**src/rtl/sar_pkg.sv**
```systemverilog
package sar_pkg;

    typedef enum logic [1:0] {
        SQ_IDLE = 2'd0,
        SQ_HOLD = 2'd1,
        SQ_CONV = 2'd2
    } sq_state_e;

    // Command from the sequencer to the trial register
    typedef struct packed {
        logic       load_top;   // preset to MSB-only trial word
        logic       decide;     // resolve bit idx and try idx-1
        logic [7:0] idx;        // bit being decided
    } trial_cmd_t;

    // Bit-period slot on which the conversion completes:
    // slot 0 lead-in, slots 1..k decisions, then one slot to complete.
    function automatic int unsigned final_slot(input int unsigned nbits,
                                               input int unsigned drop,
                                               input logic full);
        return full ? nbits + 1 : nbits + 1 - drop;
    endfunction

endpackage

```
**src/rtl/sar_cmp_sync.sv**
```systemverilog
module sar_cmp_sync #(
    parameter int STAGES = 2
) (
    input  logic clk,
    input  logic rst,
    input  logic d_i,
    output logic q_o
);
    logic [STAGES-1:0] pipe_q;

    always_ff @(posedge clk) begin
        if (rst) pipe_q <= '0;
        else     pipe_q <= {pipe_q[STAGES-2:0], d_i};
    end

    assign q_o = pipe_q[STAGES-1];
endmodule

```
**src/rtl/sar_sequencer.sv**
```systemverilog
module sar_sequencer
    import sar_pkg::*;
#(
    parameter int N_BITS         = 10,
    parameter int SHORT_DROP     = 2,
    parameter int BIT_CLKS       = 4,
    parameter int MIN_START_CLKS = 3
) (
    input  logic       clk,
    input  logic       rst,
    input  logic       start_i,
    input  logic       full_i,
    output trial_cmd_t cmd_o,
    output logic       run_o,
    output logic       hold_o,
    output logic       done_o,
    output logic       mode_full_o,
    output logic       window_o,
    output logic       sync_hi_o
);
    localparam int SLOT_W = $clog2(N_BITS + 2);
    localparam int PER_W  = (BIT_CLKS > 1) ? $clog2(BIT_CLKS) : 1;
    localparam int HC_W   = $clog2(MIN_START_CLKS + 1);
    localparam logic [PER_W-1:0]  PER_LAST   = PER_W'(BIT_CLKS - 1);
    localparam logic [PER_W-1:0]  PER_MID    = PER_W'(BIT_CLKS / 2);
    localparam logic [SLOT_W-1:0] SLOT_FULL  = SLOT_W'(final_slot(N_BITS, SHORT_DROP, 1'b1));
    localparam logic [SLOT_W-1:0] SLOT_SHORT = SLOT_W'(final_slot(N_BITS, SHORT_DROP, 1'b0));
    localparam logic [SLOT_W-1:0] SLOT_OUT   = SLOT_W'(2);
    localparam logic [HC_W-1:0]   HC_ARM     = HC_W'(MIN_START_CLKS - 1);
    localparam logic [HC_W-1:0]   HC_SAT     = HC_W'(MIN_START_CLKS);

    sq_state_e          state_q;
    logic [HC_W-1:0]    hi_cnt_q;
    logic [PER_W-1:0]   per_q;
    logic [SLOT_W-1:0]  slot_q;
    logic               done_q;
    logic               mode_q;

    logic               qualify;
    logic               conv;
    logic               tick;
    logic [SLOT_W-1:0]  last_slot;

    assign qualify   = start_i && (hi_cnt_q == HC_ARM);
    assign conv      = (state_q == SQ_CONV);
    assign tick      = conv && (per_q == PER_LAST);
    assign last_slot = mode_q ? SLOT_FULL : SLOT_SHORT;

    always_ff @(posedge clk) begin
        if (rst) begin
            state_q  <= SQ_IDLE;
            hi_cnt_q <= '0;
            per_q    <= '0;
            slot_q   <= '0;
            done_q   <= 1'b1;
            mode_q   <= 1'b1;
        end else begin
            // start qualification: consecutive high clocks, saturating
            if (!start_i)              hi_cnt_q <= '0;
            else if (hi_cnt_q != HC_SAT) hi_cnt_q <= hi_cnt_q + 1'b1;

            if (qualify) begin
                state_q <= SQ_HOLD;
                done_q  <= 1'b0;
            end else begin
                case (state_q)
                    SQ_HOLD: if (!start_i) begin
                        state_q <= SQ_CONV;
                        per_q   <= '0;
                        slot_q  <= '0;
                        mode_q  <= full_i;
                    end
                    SQ_CONV: if (tick) begin
                        per_q <= '0;
                        if (slot_q == last_slot) begin
                            state_q <= SQ_IDLE;
                            done_q  <= 1'b1;
                        end else begin
                            slot_q <= slot_q + 1'b1;
                        end
                    end else begin
                        per_q <= per_q + 1'b1;
                    end
                    default: ;
                endcase
            end
        end
    end

    always_comb begin
        cmd_o.load_top = qualify;
        cmd_o.decide   = tick && (slot_q != '0) && (slot_q < last_slot);
        cmd_o.idx      = 8'(N_BITS) - 8'(slot_q);
    end

    assign run_o       = conv;
    assign hold_o      = (state_q == SQ_HOLD);
    assign done_o      = done_q;
    assign mode_full_o = mode_q;
    assign window_o    = conv && (slot_q >= SLOT_OUT);
    assign sync_hi_o   = window_o && (per_q >= PER_MID);

    // completion flag and running sequence are exclusive
    p_done_run_r3: assert property (@(posedge clk) disable iff (rst)
        run_o |-> !done_q);

endmodule

```
**src/rtl/sar_trial_reg.sv**
```systemverilog
module sar_trial_reg
    import sar_pkg::*;
#(
    parameter int N_BITS = 10
) (
    input  logic              clk,
    input  logic              rst,
    input  trial_cmd_t        cmd_i,
    input  logic              cmp_i,
    output logic [N_BITS-1:0] trial_o,
    output logic              ser_bit_o
);
    localparam logic [N_BITS-1:0] TOP_WORD = {1'b1, {(N_BITS-1){1'b0}}};

    logic [N_BITS-1:0] trial_q;
    logic [N_BITS-1:0] nxt;
    logic              ser_q;

    // Keep the trial bit unless the DAC level is above the input, then
    // try the next lower bit.
    always_comb begin
        nxt = trial_q;
        for (int b = 0; b < N_BITS; b++) begin
            if (b == int'(cmd_i.idx))          nxt[b] = ~cmp_i;
            else if (b + 1 == int'(cmd_i.idx)) nxt[b] = 1'b1;
        end
    end

    always_ff @(posedge clk) begin
        if (rst) begin
            trial_q <= '0;
            ser_q   <= 1'b0;
        end else if (cmd_i.load_top) begin
            trial_q <= TOP_WORD;
        end else if (cmd_i.decide) begin
            trial_q <= nxt;
            ser_q   <= ~cmp_i;
        end
    end

    assign trial_o   = trial_q;
    assign ser_bit_o = ser_q;

    // a decision step touches at most the decided bit and the next trial
    p_step_bits_r4: assert property (@(posedge clk) disable iff (rst)
        !$past(cmd_i.load_top) |-> ($countones(trial_q ^ $past(trial_q)) <= 2));

endmodule

```
**src/rtl/sar_pinmux.sv**
```systemverilog
module sar_pinmux #(
    parameter int N_BITS = 10,
    parameter int LO_W   = 8
) (
    input  logic              hi_en_i,
    input  logic              lo_en_i,
    input  logic              stat_en_i,
    input  logic [N_BITS-1:0] trial_i,
    input  logic              done_i,
    input  logic              run_i,
    input  logic              window_i,
    input  logic              sync_hi_i,
    input  logic              ser_bit_i,
    output logic [N_BITS-LO_W-1:0] data_hi_o,
    output logic              data_hi_oe_o,
    output logic [LO_W-1:0]   data_lo_o,
    output logic              data_lo_oe_o,
    output logic              done_o,
    output logic              done_oe_o,
    output logic              ser_o,
    output logic              ser_oe_o,
    output logic              sync_o,
    output logic              sync_oe_o
);
    assign data_hi_o    = hi_en_i ? trial_i[N_BITS-1:LO_W] : '0;
    assign data_hi_oe_o = hi_en_i;
    assign data_lo_o    = lo_en_i ? trial_i[LO_W-1:0] : '0;
    assign data_lo_oe_o = lo_en_i;
    assign done_o       = stat_en_i ? done_i : 1'b0;
    assign done_oe_o    = stat_en_i;
    assign ser_o        = window_i ? ser_bit_i : 1'b0;
    assign ser_oe_o     = run_i;
    assign sync_o       = sync_hi_i;
    assign sync_oe_o    = run_i;
endmodule

```
**src/rtl/sar_seq_ctrl.sv**
```systemverilog
module sar_seq_ctrl
    import sar_pkg::*;
#(
    parameter int N_BITS         = 10,
    parameter int LO_W           = 8,
    parameter int SHORT_DROP     = 2,
    parameter int BIT_CLKS       = 4,
    parameter int MIN_START_CLKS = 3,
    parameter int SYNC_STAGES    = 2,
    localparam int HI_W          = N_BITS - LO_W
) (
    input  logic              clk,
    input  logic              rst,
    input  logic              start_i,
    input  logic              cmp_i,
    input  logic              full_i,
    input  logic              hi_en_i,
    input  logic              lo_en_i,
    input  logic              stat_en_i,
    output logic [N_BITS-1:0] trial_o,
    output logic [HI_W-1:0]   data_hi_o,
    output logic              data_hi_oe_o,
    output logic [LO_W-1:0]   data_lo_o,
    output logic              data_lo_oe_o,
    output logic              done_o,
    output logic              done_oe_o,
    output logic              ser_o,
    output logic              ser_oe_o,
    output logic              sync_o,
    output logic              sync_oe_o,
    output logic              clk_run_o
);
    localparam logic [N_BITS-1:0] TOP_WORD  = {1'b1, {(N_BITS-1){1'b0}}};
    localparam logic [N_BITS-1:0] TAIL_MASK = N_BITS'((1 << SHORT_DROP) - 1);
    localparam logic [N_BITS-1:0] TAIL_VAL  = N_BITS'(1 << (SHORT_DROP - 1));

    trial_cmd_t cmd;
    logic       cmp_s;
    logic       run, hold, done, mode_full, window, sync_hi, ser_bit;
    logic [N_BITS-1:0] trial;

    sar_cmp_sync #(.STAGES(SYNC_STAGES)) u_sync (
        .clk(clk), .rst(rst), .d_i(cmp_i), .q_o(cmp_s)
    );

    sar_sequencer #(
        .N_BITS(N_BITS), .SHORT_DROP(SHORT_DROP),
        .BIT_CLKS(BIT_CLKS), .MIN_START_CLKS(MIN_START_CLKS)
    ) u_seq (
        .clk(clk), .rst(rst), .start_i(start_i), .full_i(full_i),
        .cmd_o(cmd), .run_o(run), .hold_o(hold), .done_o(done),
        .mode_full_o(mode_full), .window_o(window), .sync_hi_o(sync_hi)
    );

    sar_trial_reg #(.N_BITS(N_BITS)) u_trial (
        .clk(clk), .rst(rst), .cmd_i(cmd), .cmp_i(cmp_s),
        .trial_o(trial), .ser_bit_o(ser_bit)
    );

    sar_pinmux #(.N_BITS(N_BITS), .LO_W(LO_W)) u_pins (
        .hi_en_i(hi_en_i), .lo_en_i(lo_en_i), .stat_en_i(stat_en_i),
        .trial_i(trial), .done_i(done), .run_i(run), .window_i(window),
        .sync_hi_i(sync_hi), .ser_bit_i(ser_bit),
        .data_hi_o(data_hi_o), .data_hi_oe_o(data_hi_oe_o),
        .data_lo_o(data_lo_o), .data_lo_oe_o(data_lo_oe_o),
        .done_o(done_o), .done_oe_o(done_oe_o),
        .ser_o(ser_o), .ser_oe_o(ser_oe_o),
        .sync_o(sync_o), .sync_oe_o(sync_oe_o)
    );

    assign trial_o   = trial;
    assign clk_run_o = run;

    // while a qualified start is held, the trial word is MSB only
    p_msb_hold_r2: assert property (@(posedge clk) disable iff (rst)
        hold |-> (trial == TOP_WORD));

    // an idle result after a short conversion carries the fixed tail
    p_short_tail_r5: assert property (@(posedge clk) disable iff (rst)
        (!run && !hold && !mode_full) |-> ((trial & TAIL_MASK) == TAIL_VAL));

    // serial data is steady where the sync strobe rises
    p_mid_edge_r7: assert property (@(posedge clk) disable iff (rst)
        $rose(sync_o) |-> $stable(ser_o));

endmodule

```
**config.mk**
```make
export PLATFORM = sky130hd
export DESIGN_NAME = sar_seq_ctrl
export DESIGN_NICKNAME = d
export VERILOG_FILES = /design/src/rtl/sar_pkg.sv /design/src/rtl/sar_cmp_sync.sv /design/src/rtl/sar_sequencer.sv /design/src/rtl/sar_trial_reg.sv /design/src/rtl/sar_pinmux.sv /design/src/rtl/sar_seq_ctrl.sv
export SDC_FILE = /design/constraint.sdc
export NUM_CORES = 1
export LEC_CHECK = 0
export BUFFER_PORTS_ARGS = -buffer_cell sky130_fd_sc_hd__buf_2
export CAP_MARGIN = 20
export CORE_MARGIN = 10
export CORE_UTILIZATION = 50
export CTS_CLUSTER_SIZE = 40
export DETAILED_ROUTE_END_ITERATION = 6
export GPL_ROUTABILITY_DRIVEN = 1
export PLACE_DENSITY = 0.82
export SLEW_MARGIN = 15
export SYNTH_ARGS = -nofsm -noshare
export SYNTH_HDL_FRONTEND = slang
export SYNTH_SLANG_ARGS = --single-unit
```
**constraint.sdc**
```tcl
create_clock -name clk -period 2.08 [get_ports clk]
set_input_delay 0.104 -clock clk [delete_from_list [all_inputs] [get_ports clk]]
set_output_delay 0.104 -clock clk [all_outputs]
set_load 0.005 [all_outputs]
```
==> flow_metrics.py, run 1 <==
metrics = {
    "grt": {
        "grt.total_usage_pct": 12.2,
        "first_global_vias": 1281,
        "grt_max_degree": 16,
        "grt_pass1_wl_microns": 5690,
        "grt_overflow": 0,
        "antenna_found_initial": 0,
    },
    "layout": {
        "area_growth_pct": 15.1,
        "antenna_cells": 0,
        "final_util_pct": 59.4,
        "layout-drive-gt1-share_pct": 27.4,
        "seq_area_sq_um": 502,
        "multi_input_area_sq_um": 951,
        "fill_cells": 264,
        "nNetsFinal": 228,
    },
    "routing": {
        "wl_per_cell_microns": 13.9,
        "wl_microns": 3350,
        "top_layer": "met4",
        "drc": 0,
        "wl_met3_microns": 204,
        "first_pass_iters": 4,
        "ant_nets": 0,
        "route.met2.wl_microns": 1450,
        "drt-initial-drc-count": 58,
        "drt-met1-wl_microns": 1630,
        "vias_per_cell": 5.61,
        "vias": 1353,
    },
    "worst_setup_path": {
        "path_class": "reg2reg",
        "crit_path_start_kind": "flip-flop",
        "critPathMaxFanout": 6,
        "path_cells": "inv_1 -> ha_1 -> a211o_1 -> a221oi_4 -> o211a_1 -> a21oi_1 -> a211oi_1",
        "timing.critical_path.from": "u_seq.mode_full_o",
        "reg2regPathDepth": 7,
        "cp-endpoint": "u_trial.trial_o[5]",
        "rr_startpoint": "u_seq.mode_full_o",
        "cp.depth": 7,
        "r2r_end": "u_trial.trial_o[5]",
        "reg2reg_slack_ps": 160,
        "cp_data_arrival_time_ps": 2170,
        "crit_buf_inv": 1,
        "crit_required_ps": 2330,
        "cpPeakStageDelay_ps": 360,
        "worst_path_dominant_cell_family": "compound AO/OA/AOI/OAI gates",
        "worst_setup_path_end_kind": "flip-flop",
        "crit_path_top_delay_cell": "a221oi_4",
    },
    "power": {
        "p_switching_w": 0.000177,
        "pwr-share-seq_pct": 64.7,
        "ir_drop_v": 0.000443,
        "p_comb_share_pct": 5.7,
        "cellPowerDensity_mw_per_mm2": 423,
        "swShare_pct": 23.5,
        "leakage_nw": 0.781,
        "clockPowerShare_pct": 29.6,
        "p_int_w": 0.000578,
    },
    "synthesis": {
        "postSynthAreaPerCell_sq_um": 8.91,
        "synth_cells": 174,
        "synth_xor_area_share_pct": 2.26,
        "mappedNetlistNets": 193,
        "synth.top_cells.by_count": "25 x dfxtp_1, 15 x a21oi_1, 13 x and2_1, 13 x nor2_1, 11 x ha_1",
        "yosys_warnings": 0,
        "syn_area_sq_mm": 0.00155,
        "synth_cell_types": 53,
        "synth_area_leaders": "dfxtp_1 32%, ha_1 8.9%, and2_1 5.2%",
        "yosys.area_share.simple_pct": 24.1,
        "synth.ff_latch_count": 25,
        "async_flop_share_pct": 0,
        "synth_compound_gate_area_share_pct": 23.2,
        "synth_top_family_by_area": "simple AND/OR/NAND/NOR gates",
        "synth-main-ff-cell": "dfxtp_1",
        "synth-edff-count": 0,
        "synth.top_cell.area_share_pct": 32.3,
        "synthMuxAreaShare_pct": 2.66,
        "yosysSeqAreaShare_pct": 32.3,
        "yosys.area_share.adder_pct": 8.88,
        "synth_area_leader_cell": "dfxtp_1",
        "yosysMostFrequentCell": "dfxtp_1",
    },
    "outcome": {
        "status": "finished clean",
    },
    "timing": {
        "worst_pin_slew_ps": 501,
        "period_minus_slack_ps": 1920,
        "rsz0062_at_grt": "false",
        "relSlewSlack_pct": 66.4,
        "setup_tns_ps": 0,
        "finalHoldViolCount": 0,
        "fmax_mhz": 520,
        "skew_ps": 4.43,
        "post-route-period-util_pct": 92.4,
        "setup_viol": 0,
        "final_max_slew_viol_count": 0,
    },
    "min_path": {
        "min_from": "start_i",
        "hold_path.class": "in2reg",
    },
    "place": {
        "hpwl_microns": 2650,
        "port_buffers": 36,
        "gp_congestion": 0.807,
    },
    "clocking": {
        "postCtsSetupRepairBufs": 0,
        "clock_latency_ps": 320,
        "htreeDepth": 1,
        "path_clk_slew_ps": 140,
        "root_buffer": "clkbuf_4",
        "clock_sinks": 25,
        "cts_buffers": 3,
        "cts_tree": "built",
        "ctsLongestPathBuffers": 2,
    },
    "floorplan": {
        "ios": 37,
        "die_area_sq_mm": 0.00573,
        "fp.coreArea_sq_mm": 0.00300,
        "die_x_microns": 75.7,
        "initial_utilization_pct": 51.6,
        "rows": 20,
        "die_y_microns": 75.7,
    },
    "flow_run": {
        "timing.max_cap.violations": 0,
    },
}
-- routing by layer --
metal,GRT usage [%],vias to the layer above
li1,-,693
met1,15.3,608
met2,19.9,43
met3,2.21,9
met4,4.95,0
met5,0,-
-- state kept, by name (all words and copies together), names as in the netlist --
| signal | cells |
|---|---|
| u_trial.trial_o | 10 |
| u_seq.slot_q | 4 |
| u_seq.hi_cnt_q | 2 |
| u_seq.per_q | 2 |
| u_seq.state_q | 2 |
| u_sync.pipe_q | 2 |
| u_seq.done_o | 1 |
| u_seq.mode_full_o | 1 |
| u_trial.ser_bit_o | 1 |
-- cells in the final DEF (no fill, tap or decap), types with 2 or more instances in the layout --
cell type      netlist  layout
a211o_1              2       2
a211oi_1             4       4
a21oi_1             15      15
a311oi_1             4       4
a31oi_1              3       3
and2_1              13      13
and3_1               3       2
buf_2                2      36
buf_4                6       3
clkbuf_4             0       3
dfxtp_1             25      24
dlygate4sd3_1        0       2
ha_1                11      11
inv_1                7       7
mux2i_1              3       3
nand2_1              5       5
nand2b_1             5       5
nand4_1              2       2
nor2_1              13      13
nor2b_1              3       3
nor3_1               5       5
o21a_1               2       2
o21ai_0              3       3
or2_2                3       3
xnor2_1              3       3
-- power by group through the flow --
stage	Sequential, W	Clock [W]	Combinational [W]
after CTS	0.000489	0.000233	0.0000438
after detailed placement	0.000499	0	0.0000409
after global placement	0.000499	0	0.0000400
final	0.000488	0.000223	0.0000431
after global routing	0.000489	0.000244	0.0000499
after floorplan	0.000498	0	0.0000260
-- what timing repair did --
item,in CTS,in global routing
hold buffers,2,0
resized for setup,0,3
endpoints found under the setup margin,0,4
endpoints found under the hold margin,2,0
-- layout make-up --
type / count / area share, %
inverters: 7 / 1.47
flip-flops and latches: 25 / 28.1
well taps: 33 / 2.31
clock inverters: 1 / 0.421
multi-input cells: 130 / 53.3
repair buffers: 42 / 13.1
clock buffers: 3 / 1.26
-- logic make-up after synthesis --
| kind of cell | count (synthesis) |
|---|---|
| AND/OR/NAND/NOR | 64 |
| multiplexers | 4 |
| adder cells (fa/ha/maj) | 11 |
| flip-flops | 25 |
| AO/OA/AOI/OAI | 47 |
| XOR/XNOR | 4 |
| buffers and inverters | 19 |
-- worst min path at each step --
stage / slack (ps) / end / cells past startpoint
2_1_floorplan: 180 / u_sync.pipe_q[0] / 1
3_3_place_gp: 320 / u_sync.pipe_q[0] / 2
3_5_place_dp: 320 / u_seq.mode_full_o / 2
4_1_cts: 60 / u_seq.hi_cnt_q[0] / 3
5_1_grt: 80 / u_seq.hi_cnt_q[0] / 3
6_report: 70 / u_seq.hi_cnt_q[1] / 3
-- worst min-delay path: stages --
cell	delay, ps
buf_2	130
nand2b_1	90
nor2_1	50
-- metrics by stage --
stage / worst slack [ps] / instances / hold slack (ps) / instance area, sq um / total power [W]
2_1_floorplan: 178 / 174 / 176 / 1550 / 0.000524
3_3_place_gp: 146 / 235 / 318 / 1720 / 0.000539
3_5_place_dp: 149 / 235 / 321 / 1720 / 0.000540
4_1_cts: 97.1 / 241 / 59.0 / 1770 / 0.000765
5_1_grt: 3.57 / 241 / 83.8 / 1780 / 0.000784
6_report: 158 / 241 / 70.3 / 1780 / 0.000755
No activity file was read; power rests on OpenSTA's default activity.
==> run 2, diff against run 1 <==
--- a/config.mk
+++ b/config.mk
@@ -5,6 +5,7 @@
 export SDC_FILE = /design/constraint.sdc
 export NUM_CORES = 1
 export LEC_CHECK = 0
+export ABC_AREA = 1
 export BUFFER_PORTS_ARGS = -buffer_cell sky130_fd_sc_hd__buf_2
 export CAP_MARGIN = 20
 export CORE_MARGIN = 10
==> run 2 against run 1 <==
  * Routed wire length is 1.6% lower
  * Sequential power rose by 1%
  * Non-clock buffer count fell by 3
  * Combinational power increased by 77%
  * Count of clock-buffer cells in the layout unchanged
  * Synthesized area fell by 0.89%
  * Power is 5.1% higher
  * Global-route usage fell by 0.23 points
  * Clock power barely moved
  * Sequential share of layout area up 0.088 points
  * Cell area shrank 0.56%
  * Register-to-register slack gained 200 ps
  * Critical path type is now reg2out
  * Critical endpoint is now sync_o
  * Largest power group unchanged
  * Highest routed layer unchanged
==> flow_metrics.py, run 2 <==
metrics = {
    "worst_setup_path": {
        "reg2regPathDepth": 10,
        "worst_setup_path_end_kind": "output port",
        "path_class": "reg2out",
        "reg2reg_slack_ps": 360,
        "path_cells": "inv_1 -> ha_1 -> inv_1 -> nand3_1 -> nand2_1 -> nor2_1 -> buf_2",
        "cp_common_cell": "inv_1",
        "cp_data_arrival_time_ps": 1630,
        "critPathMaxFanout": 8,
        "r2r_end": "u_trial.trial_o[4]",
        "timing.critical_path.from": "u_seq.slot_q[0]",
        "crit_path_start_kind": "flip-flop",
        "cpPeakStageDelay_ps": 490,
        "crit_path_top_delay_cell": "dfxtp_1",
        "rr_startpoint": "u_seq.slot_q[0]",
        "crit_required_ps": 1980,
    },
    "clocking": {
        "clock_latency_ps": 320,
        "postCtsSetupRepairBufs": 0,
        "path_clk_slew_ps": 150,
        "ctsLongestPathBuffers": 2,
        "root_buffer": "clkbuf_4",
        "htreeDepth": 1,
        "clock_sinks": 25,
        "cts_buffers": 3,
        "cts_tree": "built",
    },
    "timing": {
        "skew_ps": 8.68,
        "final_max_slew_viol_count": 0,
        "setup_viol": 0,
        "holdWs_ps": 18.5,
        "fmax_mhz": 575,
        "relSlewSlack_pct": 80.2,
        "post-route-period-util_pct": 83.6,
        "finalHoldViolCount": 0,
        "setup_tns_ps": 0,
        "rsz0062_at_grt": "false",
        "worst_pin_slew_ps": 293,
        "period_minus_slack_ps": 1740,
    },
    "grt": {
        "grt_max_degree": 16,
        "grt_overflow": 0,
        "first_global_vias": 1338,
        "grt_pass1_wl_microns": 5550,
        "grt.total_usage_pct": 11.9,
        "antenna_found_initial": 0,
    },
    "synthesis": {
        "synth.top_cells.by_count": "54 x nand2_1, 49 x inv_1, 36 x nor2_1",
        "postSynthAreaPerCell_sq_um": 6.38,
        "synth-main-ff-cell": "dfxtp_1",
        "mappedNetlistNets": 260,
        "yosys_warnings": 0,
        "synth.top_cell.area_share_pct": 32.6,
        "synth_cells": 241,
        "synth_area_leaders": "dfxtp_1 33%, nand2_1 13%, inv_1 12%",
        "yosysSeqAreaShare_pct": 32.6,
        "synth_area_leader_cell": "dfxtp_1",
        "synth-edff-count": 0,
        "synth_cell_types": 21,
        "synth.ff_latch_count": 25,
        "async_flop_share_pct": 0,
        "syn_area_sq_mm": 0.00154,
        "yosysMostFrequentCell": "nand2_1",
    },
    "min_path": {
        "hold_path.class": "in2reg",
        "min_from": "rst",
        "worstHoldEndpoint": "u_seq.slot_q[0]",
        "holdPathStages": 2,
    },
    "layout": {
        "final_util_pct": 59.1,
        "layout-drive-gt1-share_pct": 19.1,
        "nNetsFinal": 298,
        "layout_commonest_cell": "nand2_1",
        "final_cells": 311,
        "largest_reg_flops": 10,
        "fill_cells": 320,
        "antenna_cells": 0,
        "fin_area_sq_mm": 0.00177,
        "area_growth_pct": 15.5,
        "final_cell_mix": "54 x nand2_1, 49 x inv_1, 36 x nor2_1, 36 x buf_2, 25 x dfxtp_1",
    },
    "routing": {
        "first_pass_iters": 4,
        "vias_per_cell": 4.77,
        "wl_per_cell_microns": 10.6,
        "ant_nets": 0,
        "wl_microns": 3300,
        "drt-initial-drc-count": 92,
        "drc": 0,
        "vias": 1482,
    },
    "power": {
        "pwr-share-seq_pct": 62.1,
        "p_switching_w": 0.000204,
        "p_int_w": 0.000590,
        "p_comb_share_pct": 9.6,
        "swShare_pct": 25.7,
        "clockPowerShare_pct": 28.3,
        "ir_drop_v": 0.000393,
        "cellPowerDensity_mw_per_mm2": 447,
        "leakage_nw": 1.01,
    },
    "floorplan": {
        "die_area_sq_mm": 0.00569,
        "die_x_microns": 75.4,
        "ios": 37,
        "initial_utilization_pct": 51.2,
        "die_y_microns": 75.4,
        "fp.coreArea_sq_mm": 0.00300,
        "rows": 20,
    },
    "place": {
        "dpl.cell_count": 305,
        "port_buffers": 36,
        "placed_cell_area_sq_mm": 0.00172,
        "hpwl_microns": 2740,
        "gp_congestion": 0.814,
    },
    "flow_run": {
        "timing.max_cap.violations": 0,
    },
    "outcome": {
        "status": "finished clean",
    },
}
run 2: cell types whose count changed after synthesis, moves of 4 or more:
cell      change
nand2_2       +4
nand3_1      +13
nor2_1       +23
and2_1       -13
o21ai_0       +7
a311oi_1      -4
nand2b_1      -5
nand2_1      +49
inv_1        +42
run 2: layer usage:
| layer | track usage (%) | vias up | wire length (microns) |
|---|---|---|---|
| met2 | 22.1 | 44 | 1510 |
| li1 | - | 812 | - |
| met5 | 0 | - | 0 |
| met4 | 1.24 | 0 | 9 |
| met3 | 2.99 | 2 | 204 |
| met1 | 13.8 | 624 | 1570 |
run 2: worst max-delay path by stage:
stage                         end  cells past startpoint  slack [ps]
6_report                   sync_o                      7         340
5_1_grt        u_trial.trial_o[0]                     10         100
4_1_cts                    sync_o                      7         320
3_5_place_dp   u_trial.trial_o[4]                     10         410
3_3_place_gp   u_trial.trial_o[4]                     10         460
2_1_floorplan  u_trial.trial_o[8]                      9         580
run 2: cells by family after synthesis:
logic type / synth area share [%]
flip-flops: 32.6
AND/OR/NAND/NOR: 33.1
AO/OA/AOI/OAI: 10.4
buffers and inverters: 14.9
adder cells (fa/ha/maj): 8.96
run 2: per-stage QoR:
step / total power [W] / setup WS [ps]
6_report: 0.000793 / 342
2_1_floorplan: 0.000553 / 584
3_3_place_gp: 0.000575 / 457
4_1_cts: 0.000805 / 316
3_5_place_dp: 0.000577 / 407
5_1_grt: 0.000838 / 98.3
run 2: final cells by class:
type | instances | area [sq um] | area share (%)
Multi-Input combinational cell | 160 | 807 | 45.5
Clock buffer | 3 | 22.5 | 1.27
Clock inverter | 1 | 7.51 | 0.423
Tap cell | 33 | 41.3 | 2.33
Inverter | 50 | 188 | 10.6
Sequential cell | 25 | 500 | 28.2
Timing Repair Buffer | 39 | 208 | 11.7
run 2: critical path: cells and delay by family, from the launching register on:
family                     cells  cell delay, ps
DFF                            1             490
buffers and inverters          3             370
and+or+nand+nor                3             240
adders and majority gates      1             220
run 2: power groups by stage:
| stage | Sequential (W) | Combinational (W) | Clock, W |
|---|---|---|---|
| floorplan | 0.000502 | 0.0000515 | 0 |
| global placement | 0.000503 | 0.0000724 | 0 |
| detailed placement | 0.000503 | 0.0000738 | 0 |
| CTS | 0.000493 | 0.0000768 | 0.000235 |
| global route | 0.000494 | 0.0000892 | 0.000254 |
| finish | 0.000493 | 0.0000761 | 0.000225 |
run 2: what timing repair did:
item | CTS | global route
resized for setup | 0 | 0
endpoints found under the hold margin | 2 | 0
hold buffers | 2 | 0
endpoints found under the setup margin | 0 | 0
